### src/rtl/swfd_pkg.sv
package swfd_pkg;

    localparam int SWFD_VW  = 12;
    localparam int SWFD_CW  = 10;
    localparam int SWFD_NPH = 3;

    typedef enum logic {
        CMP_MATCH    = 1'b0,
        CMP_MISMATCH = 1'b1
    } cmp_state_e;

    // One step of the two-threshold comparator.
    function automatic cmp_state_e hyst_step(cmp_state_e cur, logic above_rise, logic within_fall);
        case (cur)
            CMP_MATCH: return above_rise  ? CMP_MISMATCH : CMP_MATCH;
            default:   return within_fall ? CMP_MATCH    : CMP_MISMATCH;
        endcase
    endfunction

endpackage

### src/rtl/swfd_err.sv
module swfd_err #(
    parameter int VW = swfd_pkg::SWFD_VW
) (
    input  logic signed [VW-1:0] pole_v,
    input  logic        [VW-1:0] bus_v,
    input  logic                 hi_cmd,
    output logic        [VW:0]   err_mag
);
    localparam int EW = VW + 1;

    logic        [VW-1:0] bus_half;
    logic signed [EW-1:0] half_s;
    logic signed [EW-1:0] expect_s;
    logic signed [EW-1:0] pole_s;
    logic signed [EW-1:0] diff_s;

    always_comb begin
        bus_half = bus_v >> 1;
        half_s   = signed'({1'b0, bus_half});
        expect_s = hi_cmd ? half_s : -half_s;
        pole_s   = {pole_v[VW-1], pole_v};
        diff_s   = pole_s - expect_s;
        err_mag  = diff_s[EW-1] ? unsigned'(-diff_s) : unsigned'(diff_s);
    end

endmodule

### src/rtl/swfd_hyst.sv
module swfd_hyst #(
    parameter int MW = swfd_pkg::SWFD_VW + 1
) (
    input  logic          clk,
    input  logic          rst,
    input  logic          smp_stb,
    input  logic [MW-1:0] err_mag,
    input  logic [MW-1:0] thr_rise,
    input  logic [MW-1:0] thr_fall,
    output logic          mis_next,
    output logic          mis_q
);
    import swfd_pkg::*;

    cmp_state_e st_q, st_step;

    always_comb begin
        st_step  = hyst_step(st_q, err_mag > thr_rise, err_mag <= thr_fall);
        mis_next = smp_stb ? (st_step == CMP_MISMATCH) : (st_q == CMP_MISMATCH);
        mis_q    = (st_q == CMP_MISMATCH);
    end

    always_ff @(posedge clk) begin
        if (rst)          st_q <= CMP_MATCH;
        else if (smp_stb) st_q <= st_step;
    end

    p_enter_r3: assert property (@(posedge clk) disable iff (rst)
        (smp_stb && !mis_q && err_mag > thr_rise) |=> mis_q);
    p_exit_r3: assert property (@(posedge clk) disable iff (rst)
        (smp_stb && mis_q && err_mag <= thr_fall) |=> !mis_q);
    p_hold_r7: assert property (@(posedge clk) disable iff (rst)
        !smp_stb |=> $stable(mis_q));

endmodule

### src/rtl/swfd_run.sv
module swfd_run #(
    parameter int CW = swfd_pkg::SWFD_CW
) (
    input  logic          clk,
    input  logic          rst,
    input  logic          smp_stb,
    input  logic          run_in,
    output logic [CW-1:0] cnt_next,
    output logic [CW-1:0] cnt_q
);
    localparam logic [CW-1:0] CNT_MAX = '1;
    localparam logic [CW-1:0] CNT_ONE = CW'(1);

    always_comb begin
        if (!smp_stb)           cnt_next = cnt_q;
        else if (!run_in)       cnt_next = '0;
        else if (cnt_q == CNT_MAX) cnt_next = CNT_MAX;
        else                    cnt_next = cnt_q + CNT_ONE;
    end

    always_ff @(posedge clk) begin
        if (rst) cnt_q <= '0;
        else     cnt_q <= cnt_next;
    end

    p_no_wrap_r4: assert property (@(posedge clk) disable iff (rst)
        (smp_stb && run_in && cnt_q == CNT_MAX) |=> (cnt_q == CNT_MAX));
    p_clear_r4: assert property (@(posedge clk) disable iff (rst)
        (smp_stb && !run_in) |=> (cnt_q == '0));
    p_idle_r7: assert property (@(posedge clk) disable iff (rst)
        !smp_stb |=> $stable(cnt_q));

endmodule

### src/rtl/swfd_phase.sv
module swfd_phase #(
    parameter int VW = swfd_pkg::SWFD_VW,
    parameter int CW = swfd_pkg::SWFD_CW
) (
    input  logic                 clk,
    input  logic                 rst,
    input  logic                 smp_stb,
    input  logic signed [VW-1:0] pole_v,
    input  logic        [VW-1:0] bus_v,
    input  logic                 hi_cmd,
    input  logic        [VW:0]   thr_rise,
    input  logic        [VW:0]   thr_fall,
    input  logic        [CW-1:0] run_limit,
    output logic                 leg_fault
);
    logic [VW:0]   err_mag;
    logic          mis_next, mis_q;
    logic [CW-1:0] cnt_next, cnt_q;
    logic          fault_q;

    swfd_err #(.VW(VW)) u_err (
        .pole_v (pole_v),
        .bus_v  (bus_v),
        .hi_cmd (hi_cmd),
        .err_mag(err_mag)
    );

    swfd_hyst #(.MW(VW + 1)) u_hyst (
        .clk     (clk),
        .rst     (rst),
        .smp_stb (smp_stb),
        .err_mag (err_mag),
        .thr_rise(thr_rise),
        .thr_fall(thr_fall),
        .mis_next(mis_next),
        .mis_q   (mis_q)
    );

    swfd_run #(.CW(CW)) u_run (
        .clk     (clk),
        .rst     (rst),
        .smp_stb (smp_stb),
        .run_in  (mis_next),
        .cnt_next(cnt_next),
        .cnt_q   (cnt_q)
    );

    // Duration comparator; a limit of 0 acts as 1 because a live run is at least 1.
    always_ff @(posedge clk) begin
        if (rst)
            fault_q <= 1'b0;
        else if (smp_stb && mis_next && (cnt_next >= run_limit))
            fault_q <= 1'b1;
    end

    assign leg_fault = fault_q;

    p_latch_r6: assert property (@(posedge clk) disable iff (rst)
        fault_q |=> fault_q);
    p_rise_on_strobe_r7: assert property (@(posedge clk) disable iff (rst)
        (!fault_q && !smp_stb) |=> !fault_q);
    p_short_run_r5: assert property (@(posedge clk) disable iff (rst)
        (!fault_q && (cnt_next < run_limit)) |=> !fault_q);
    p_run_needs_mis_r4: assert property (@(posedge clk) disable iff (rst)
        (cnt_q != '0) |-> mis_q);

endmodule

### src/rtl/swfd_top.sv
module swfd_top #(
    parameter int VW  = swfd_pkg::SWFD_VW,
    parameter int CW  = swfd_pkg::SWFD_CW,
    parameter int NPH = swfd_pkg::SWFD_NPH
) (
    input  logic                          clk,
    input  logic                          rst,
    input  logic                          smp_stb,
    input  logic [NPH-1:0][VW-1:0]        pole_v,
    input  logic [VW-1:0]                 bus_v,
    input  logic [NPH-1:0]                hi_cmd,
    input  logic [VW:0]                   thr_rise,
    input  logic [VW:0]                   thr_fall,
    input  logic [CW-1:0]                 run_limit,
    output logic [NPH-1:0]                leg_fault
);
    for (genvar g = 0; g < NPH; g++) begin : g_leg
        swfd_phase #(.VW(VW), .CW(CW)) u_leg (
            .clk      (clk),
            .rst      (rst),
            .smp_stb  (smp_stb),
            .pole_v   (signed'(pole_v[g])),
            .bus_v    (bus_v),
            .hi_cmd   (hi_cmd[g]),
            .thr_rise (thr_rise),
            .thr_fall (thr_fall),
            .run_limit(run_limit),
            .leg_fault(leg_fault[g])
        );
    end

    p_reset_r1: assert property (@(posedge clk)
        rst |=> (leg_fault == '0));

endmodule

### config.mk
export PLATFORM = sky130hd
export DESIGN_NAME = swfd_top
export DESIGN_NICKNAME = d
export VERILOG_FILES = /design/src/rtl/swfd_pkg.sv /design/src/rtl/swfd_err.sv /design/src/rtl/swfd_hyst.sv /design/src/rtl/swfd_run.sv /design/src/rtl/swfd_phase.sv /design/src/rtl/swfd_top.sv
export SDC_FILE = /design/constraint.sdc
export NUM_CORES = 1
export LEC_CHECK = 0
export BUFFER_PORTS_ARGS = -buffer_cell sky130_fd_sc_hd__buf_2
export CAP_MARGIN = 20
export CORE_MARGIN = 2
export CORE_UTILIZATION = 50
export CTS_BUF_LIST = sky130_fd_sc_hd__clkbuf_4
export DETAILED_ROUTE_END_ITERATION = 6
export PLACE_DENSITY = 0.7
export SLEW_MARGIN = 20
export SYNTH_ARGS = -nofsm -noshare
export SYNTH_HDL_FRONTEND = slang
export SYNTH_SLANG_ARGS = --single-unit
### constraint.sdc
create_clock -name clk -period 9.7 [get_ports clk]
set_input_delay 1.455 -clock clk [delete_from_list [all_inputs] [get_ports clk]]
set_output_delay 1.455 -clock clk [all_outputs]
set_load 0.02 [all_outputs]
* After elaboration in Yosys (flattened, before gate mapping)
Index checks and enable logic that the tools add are counted.
Word-level totals: output and inout bits 3, word-level logic and storage cells 64, bits in registers 36
Cells by class: reduce and logical (&&, ||, !) cells 6, equality and inequality tests 3, multiplexer cells 27, magnitude comparators 9, add/subtract/negate cells 10
Operator list (number):
- $mux W10 | 9
- $mux W13 | 6
- $gt A13 B13 Y1 | 3
- $le A13 B13 Y1 | 3
- $neg A13 Y13 | 3
- $sub A12 B13 Y13 | 3
- $add A10 B1 Y10 const B | 3
- $eq A10 B10 Y1 const B | 3
- $ge A10 B10 Y1 | 3
- $neg A11 Y13 | 1
- $mux W1 | 12
- $logic_and A1 B1 Y1 | 6

* Longest topological paths before layout
depth after elaboration 13, depth in mapped cells 35, depth with buffers taken out 33

* By module
Synthesis repeated with hierarchy kept, for this count alone.
Unflattened totals: cells, all modules 1098, area, all modules 8414.3 µm²
By module, submodules not included:
- swfd_hyst | area an instance 713.2 µm², cells each 94, times used 3
- swfd_run | area an instance 686.9 µm², cells each 79, times used 3
- swfd_err (g_leg[2].u_leg.u_err) | area an instance 1141.1 µm², cells each 158, times used 1
- swfd_err (g_leg[0].u_leg.u_err) | area an instance 1126.1 µm², cells each 156, times used 1
- swfd_err (g_leg[1].u_leg.u_err) | area an instance 1098.6 µm², cells each 148, times used 1
- swfd_phase | area an instance 282.8 µm², cells each 39, times used 3

* Worst setup path after synthesis
No wires, ideal clock.
path type in2reg, start input bus_v[3], end register g_leg[1].u_leg.fault_q, data required time 9569 ps, path slack 2304 ps, cell stages on the path 33, setup time 131 ps, arrival 7265 ps, path through clkbuf_1 > nor3_1 > nand2_1 > nor3_1 > nor2_1 > xnor2_1 > ha_1 > a21bo_1 > a31o_4 > and2b_1 > xnor2_1 > or4_4 > o21ai_0 > xnor2_1 > ha_1 > a21oi_1 > nor2b_1 > o21ai_0 > o2111ai_1 > a21oi_1 > a2bb2oi_1 > clkbuf_1 > a21oi_1 > mux2i_1 > ha_1 > nand2b_1 > a21o_1 > a21o_1 > a21oi_1 > nor2b_1 > o211ai_1 > a31o_2 > o41ai_1
On the way: longest elaborated chain between the ends 13, elaborated cells between the ends (all ways) 16, classes of those cells 3 x add/sub; 3 x order compare; 8 x mux; 2 x reduce/logical
RTL lines:
- start: declaration | RTL line swfd_top.sv:10 | input logic [VW-1:0] bus_v,
- $neg A11 Y13 | RTL line swfd_err.sv:20 | expect_s = hi_cmd ? half_s : -half_s;
- $mux W13 * | RTL line swfd_err.sv:20
- $sub A12 B13 Y13 * | RTL line swfd_err.sv:22 | diff_s = pole_s - expect_s;
- $neg A13 Y13 | RTL line swfd_err.sv:23 | err_mag = diff_s[EW-1] ? unsigned'(-diff_s) : unsigned'(diff_s);
- $mux W13 * | RTL line swfd_err.sv:23
- $gt A13 B13 Y1 or $le A13 B13 Y1 (tied branches) | RTL line swfd_hyst.sv:18 | st_step = hyst_step(st_q, err_mag > thr_rise, err_mag <= thr_fall);
- $mux W1 (on tied branches) | RTL line swfd_pkg.sv:15, swfd_pkg.sv:16
- $mux W1 * | RTL line swfd_pkg.sv:14 | case (cur)
- $mux W1 *
- $mux W10 | RTL line swfd_run.sv:16 | else if (!run_in) cnt_next = '0;
- $mux W10 | RTL line swfd_run.sv:15 | if (!smp_stb) cnt_next = cnt_q;
- $ge A10 B10 Y1 | RTL line swfd_phase.sv:52 | else if (smp_stb && mis_next && (cnt_next >= run_limit))
- $logic_and A1 B1 Y1 * | RTL line swfd_phase.sv:52
- end signal: assignment | RTL line swfd_phase.sv:51 | fault_q <= 1'b0;
- end signal: assignment | RTL line swfd_phase.sv:53 | fault_q <= 1'b1;
- end: declaration | RTL line swfd_phase.sv:19 | logic fault_q;
Every way passes the cells marked *; elsewhere a longest branch is shown, timed or not. A chain may end at the register's enable or synchronous reset.

* Final worst setup path
start input bus_v[1], end register g_leg[0].u_leg.fault_q
On the way: longest elaborated chain between the ends 13, elaborated cells between the ends (all ways) 16, classes of those cells 3 x add/sub; 3 x order compare; 8 x mux; 2 x reduce/logical
RTL lines (RTL line):
- $neg A11 Y13 | swfd_err.sv:20
- $mux W13 * | swfd_err.sv:20
- $sub A12 B13 Y13 * | swfd_err.sv:22
- $neg A13 Y13 | swfd_err.sv:23
- $mux W13 * | swfd_err.sv:23
- $gt A13 B13 Y1 or $le A13 B13 Y1 (tied branches) | swfd_hyst.sv:18
- $mux W1 (on tied branches) | swfd_pkg.sv:15, swfd_pkg.sv:16
- $mux W1 * | swfd_pkg.sv:14
- $mux W1 *
- $mux W10 | swfd_run.sv:16
- $mux W10 | swfd_run.sv:15
- $ge A10 B10 Y1 | swfd_phase.sv:52
- $logic_and A1 B1 Y1 * | swfd_phase.sv:52
- end signal: assignment | swfd_phase.sv:51
- end signal: assignment | swfd_phase.sv:53
- end: declaration | swfd_phase.sv:19
Marks and branches as above.

==> out/metrics.yaml <==
rsz0062_at_grt: "no"
yosys_register_bits: 36
p_leak_nw: 3.77
cpPeakStageDelay_ns: 0.82
synth-edff-count: 0
fin_util_pct: 54.8
hold_path.startpoint: "g_leg[1].u_leg.leg_fault$_SDFFE_PP0P_"
cts_hold_buf: 0
mappedNetlistArea_um2: 7300
dieWidth_um: 125
synthDominantCellAreaShare_pct: 25.9
use_met2_pct: 37.8
htree_levels: 2
n_antenna_cell: 0
relSlewSlack_pct: 31.0
core_um2: 14400
path_clk_slew_ns: 0.12
switching_share_pct: 49.5
vias: 7043
port_buffers: 91
final_hold_viol_count: 0
first_global_vias: 6364
initial_core_util_pct: 50.6
fin_nets: 1289
gr-usage-met1_pct: 35.6
ff2ff_setup_slack_ns: 6.52
grt_overflow: 0
cap_violations: 0
clkPwrFrac_pct: 7.5
grt-busiest-layer: "met2"
crit_start: "bus_v[1]"
grt_pass1_wl_um: 31000
worstPathArrival_ns: 8.30
max-clock-path-buffers: 2
cellPowerDensity_nw_per_um2: 135
clock_skew_ns: 0.0137
ant_nets: 0
numCtsBuffers: 5
startpoint_type: "input pin"
synth_fp_nets: 1221
cts_tree: "built"
status: "completed"
globalplace.congestion: 0.860
insertion_delay_ns: 0.34
setup_viol: 0
netlist_instances: 977
fin_crit_ns: 8.06
max-vdd-ir-drop_mv: 0.0483
root_buffer: "clkbuf_4"
critPathRequiredTime_ns: 9.94
use_met3_pct: 2.36
synth_area_leaders: "ha_1, dfxtp_1, xnor2_1"
ys_async_sr_fraction_pct: 0
wl_per_cell_um: 15.2
yosysTopAreaCell: "ha_1"
fin_setup_tns_ns: 0
power_frac_comb_pct: 77.9
ys_warn_count: 0
post_route_cells_drive_above_1_share_pct: 12.4
remaining_drc_errors: 0
nFillCells: 1439
syn2layout_area_growth_pct: 8.29
cp_top_family: "compound AO/OA/AOI/OAI gates"
io_pins: 93
cp-end-kind: "register"
syn_area_per_cell_um2: 7.48
register_area_um2: 721
grt_max_degree: 51
die-area_um2: 15600
post_drt_via_cell_ratio: 5.73
critPathMaxFanout: 13
yosysSeqAreaShare_pct: 9.87
tightestPinTransition_ns: 1.03
hold_slack_ns: 0.477
cts_resized: 0
place_hpwl_um: 15600
cts_setup_buffers: 0
wirelength_um: 18700
clock-sinks: 36
rows: 44
first_pass_iters: 5
p_int_w: 0.000541
switching_power_w: 0.000530
drtIter0Drc: 433
period_share_pct: 83.1
fmax_mhz: 124
multi_input_area_um2: 6210
critPathSlowestCell: "xnor2_1"
drv_slew: 0
chipHeight_um: 125
crit_type: "in -> reg"
grt_usage_pct: 23.7
synth_cell_type_count: 75
timing.rr.start: "g_leg[2].u_leg.u_run.cnt_q[0]$_SDFF_PP0_"
cp.buffers_inverters: 1
synth_flop_cell: "dfxtp_1"
antenna_found_initial: 0
hold_path.class: "reg -> reg"
power_frac_seq_pct: 14.6
## worst paths after layout
kind,to,cells after the start
max reg2reg,g_leg[2].u_leg.leg_fault$_SDFFE_PP0P_,15
min reg2reg,g_leg[1].u_leg.leg_fault$_SDFFE_PP0P_,2
min,g_leg[1].u_leg.leg_fault$_SDFFE_PP0P_,2
max,g_leg[0].u_leg.leg_fault$_SDFFE_PP0P_,32
## power groups by stage
stage                     registers, W  clock network (W)  logic [W]
after floorplan               0.000158                  0   0.000641
after global placement        0.000159                  0   0.000806
after detailed placement      0.000159                  0   0.000820
after CTS                     0.000156          0.0000841   0.000826
after global routing          0.000157          0.0000902   0.000953
final                         0.000156          0.0000805   0.000835
## logic make-up after synthesis
kind of cell / after synthesis / synth area share, %
muxes: 12 / 1.71
and+or+nand+nor: 343 / 23.0
adders and majority gates: 154 / 26.7
AOI/OAI and AO/OA: 248 / 22.6
buffers and inverters: 93 / 5.07
xor gates and xnor gates: 91 / 11.0
DFF: 36 / 9.87
## flip-flops by register name, summed over array words and instances (netlist names)
name,flops
g_leg.u_leg.u_hyst.mis_q,3
g_leg.u_leg.u_run.cnt_q,30
g_leg.u_leg.leg_fault,3
## layout by cell type, fill, tap and decap left out, types with 5 or more instances in the layout
cell	count
a21o_1	37
o31a_1	5
o211ai_1	7
xnor2_1	64
nand3_1	28
buf_2	91
o21a_1	10
a31oi_1	6
o21ai_0	40
nand4_1	20
dfxtp_1	36
nand2b_1	18
nand2_1	53
and3_1	10
ha_1	151
clkbuf_4	6
nor2b_1	19
o31ai_1	6
mux2i_1	8
a31o_2	8
a21oi_1	78
xor2_1	26
nor4_1	10
inv_1	61
or2_2	6
or3_1	6
a211oi_1	9
nor3_1	21
nor2_1	128
and2_1	12
## metrics by stage
step | power (W) | setup slack, ns | cells | area, µm²
floorplan | 0.000799 | 2.30 | 977 | 7300
global placement | 0.000965 | 1.36 | 1222 | 7860
detailed placement | 0.000979 | 1.31 | 1222 | 7860
CTS | 0.00107 | 1.70 | 1229 | 7910
global route | 0.00120 | 0.873 | 1229 | 7910
finish | 0.00107 | 1.64 | 1229 | 7910
## synthesized netlist by cell type (3+ instances only)
cell / n
nor2b_1: 19
and2_1: 12
o21a_1: 10
o22ai_1: 4
a31oi_1: 6
nand2_1: 53
a31o_2: 8
clkbuf_1: 21
buf_4: 5
nand3_1: 28
fa_1: 3
nand2b_1: 18
buf_1: 3
a21oi_1: 78
o41ai_1: 3
ha_1: 151
o21ai_0: 40
a21o_1: 37
nor4_1: 10
nor2_1: 128
o2111ai_1: 3
and3_1: 10
dfxtp_1: 36
o31a_1: 5
mux2i_1: 8
mux2_2: 4
nor3_1: 21
xnor2_1: 64
or2_2: 6
inv_1: 61
o31ai_1: 6
a211oi_1: 9
o211ai_1: 7
xor2_1: 26
or3_1: 6
nand4_1: 20
## area by class of cell
| type | instances | area share, % |
|---|---|---|
| clock buffer | 6 | 0.569 |
| multi-input combinational | 848 | 78.6 |
| sequential | 36 | 9.11 |
| tap | 184 | 2.91 |
| inverter | 62 | 2.94 |
| timing repair buffer | 92 | 5.85 |
| clock inverter | 1 | 0.0633 |
## routing by layer
layer / part of all wire [%] / routed length, µm
met1: 51 / 9610
met2: 43 / 8010
met3: 5.0 / 943
met4: 0.71 / 132
met5: 0 / 0
## tightest hold or removal path: cells and delay by family (launching register included)
| kind | cells | cell delay [ns] |
|---|---|---|
| DFF | 1 | 0.33 |
| AOI/OAI and AO/OA | 1 | 0.06 |
| and+or+nand+nor | 1 | 0.06 |
(Power assumes the default switching activity.)
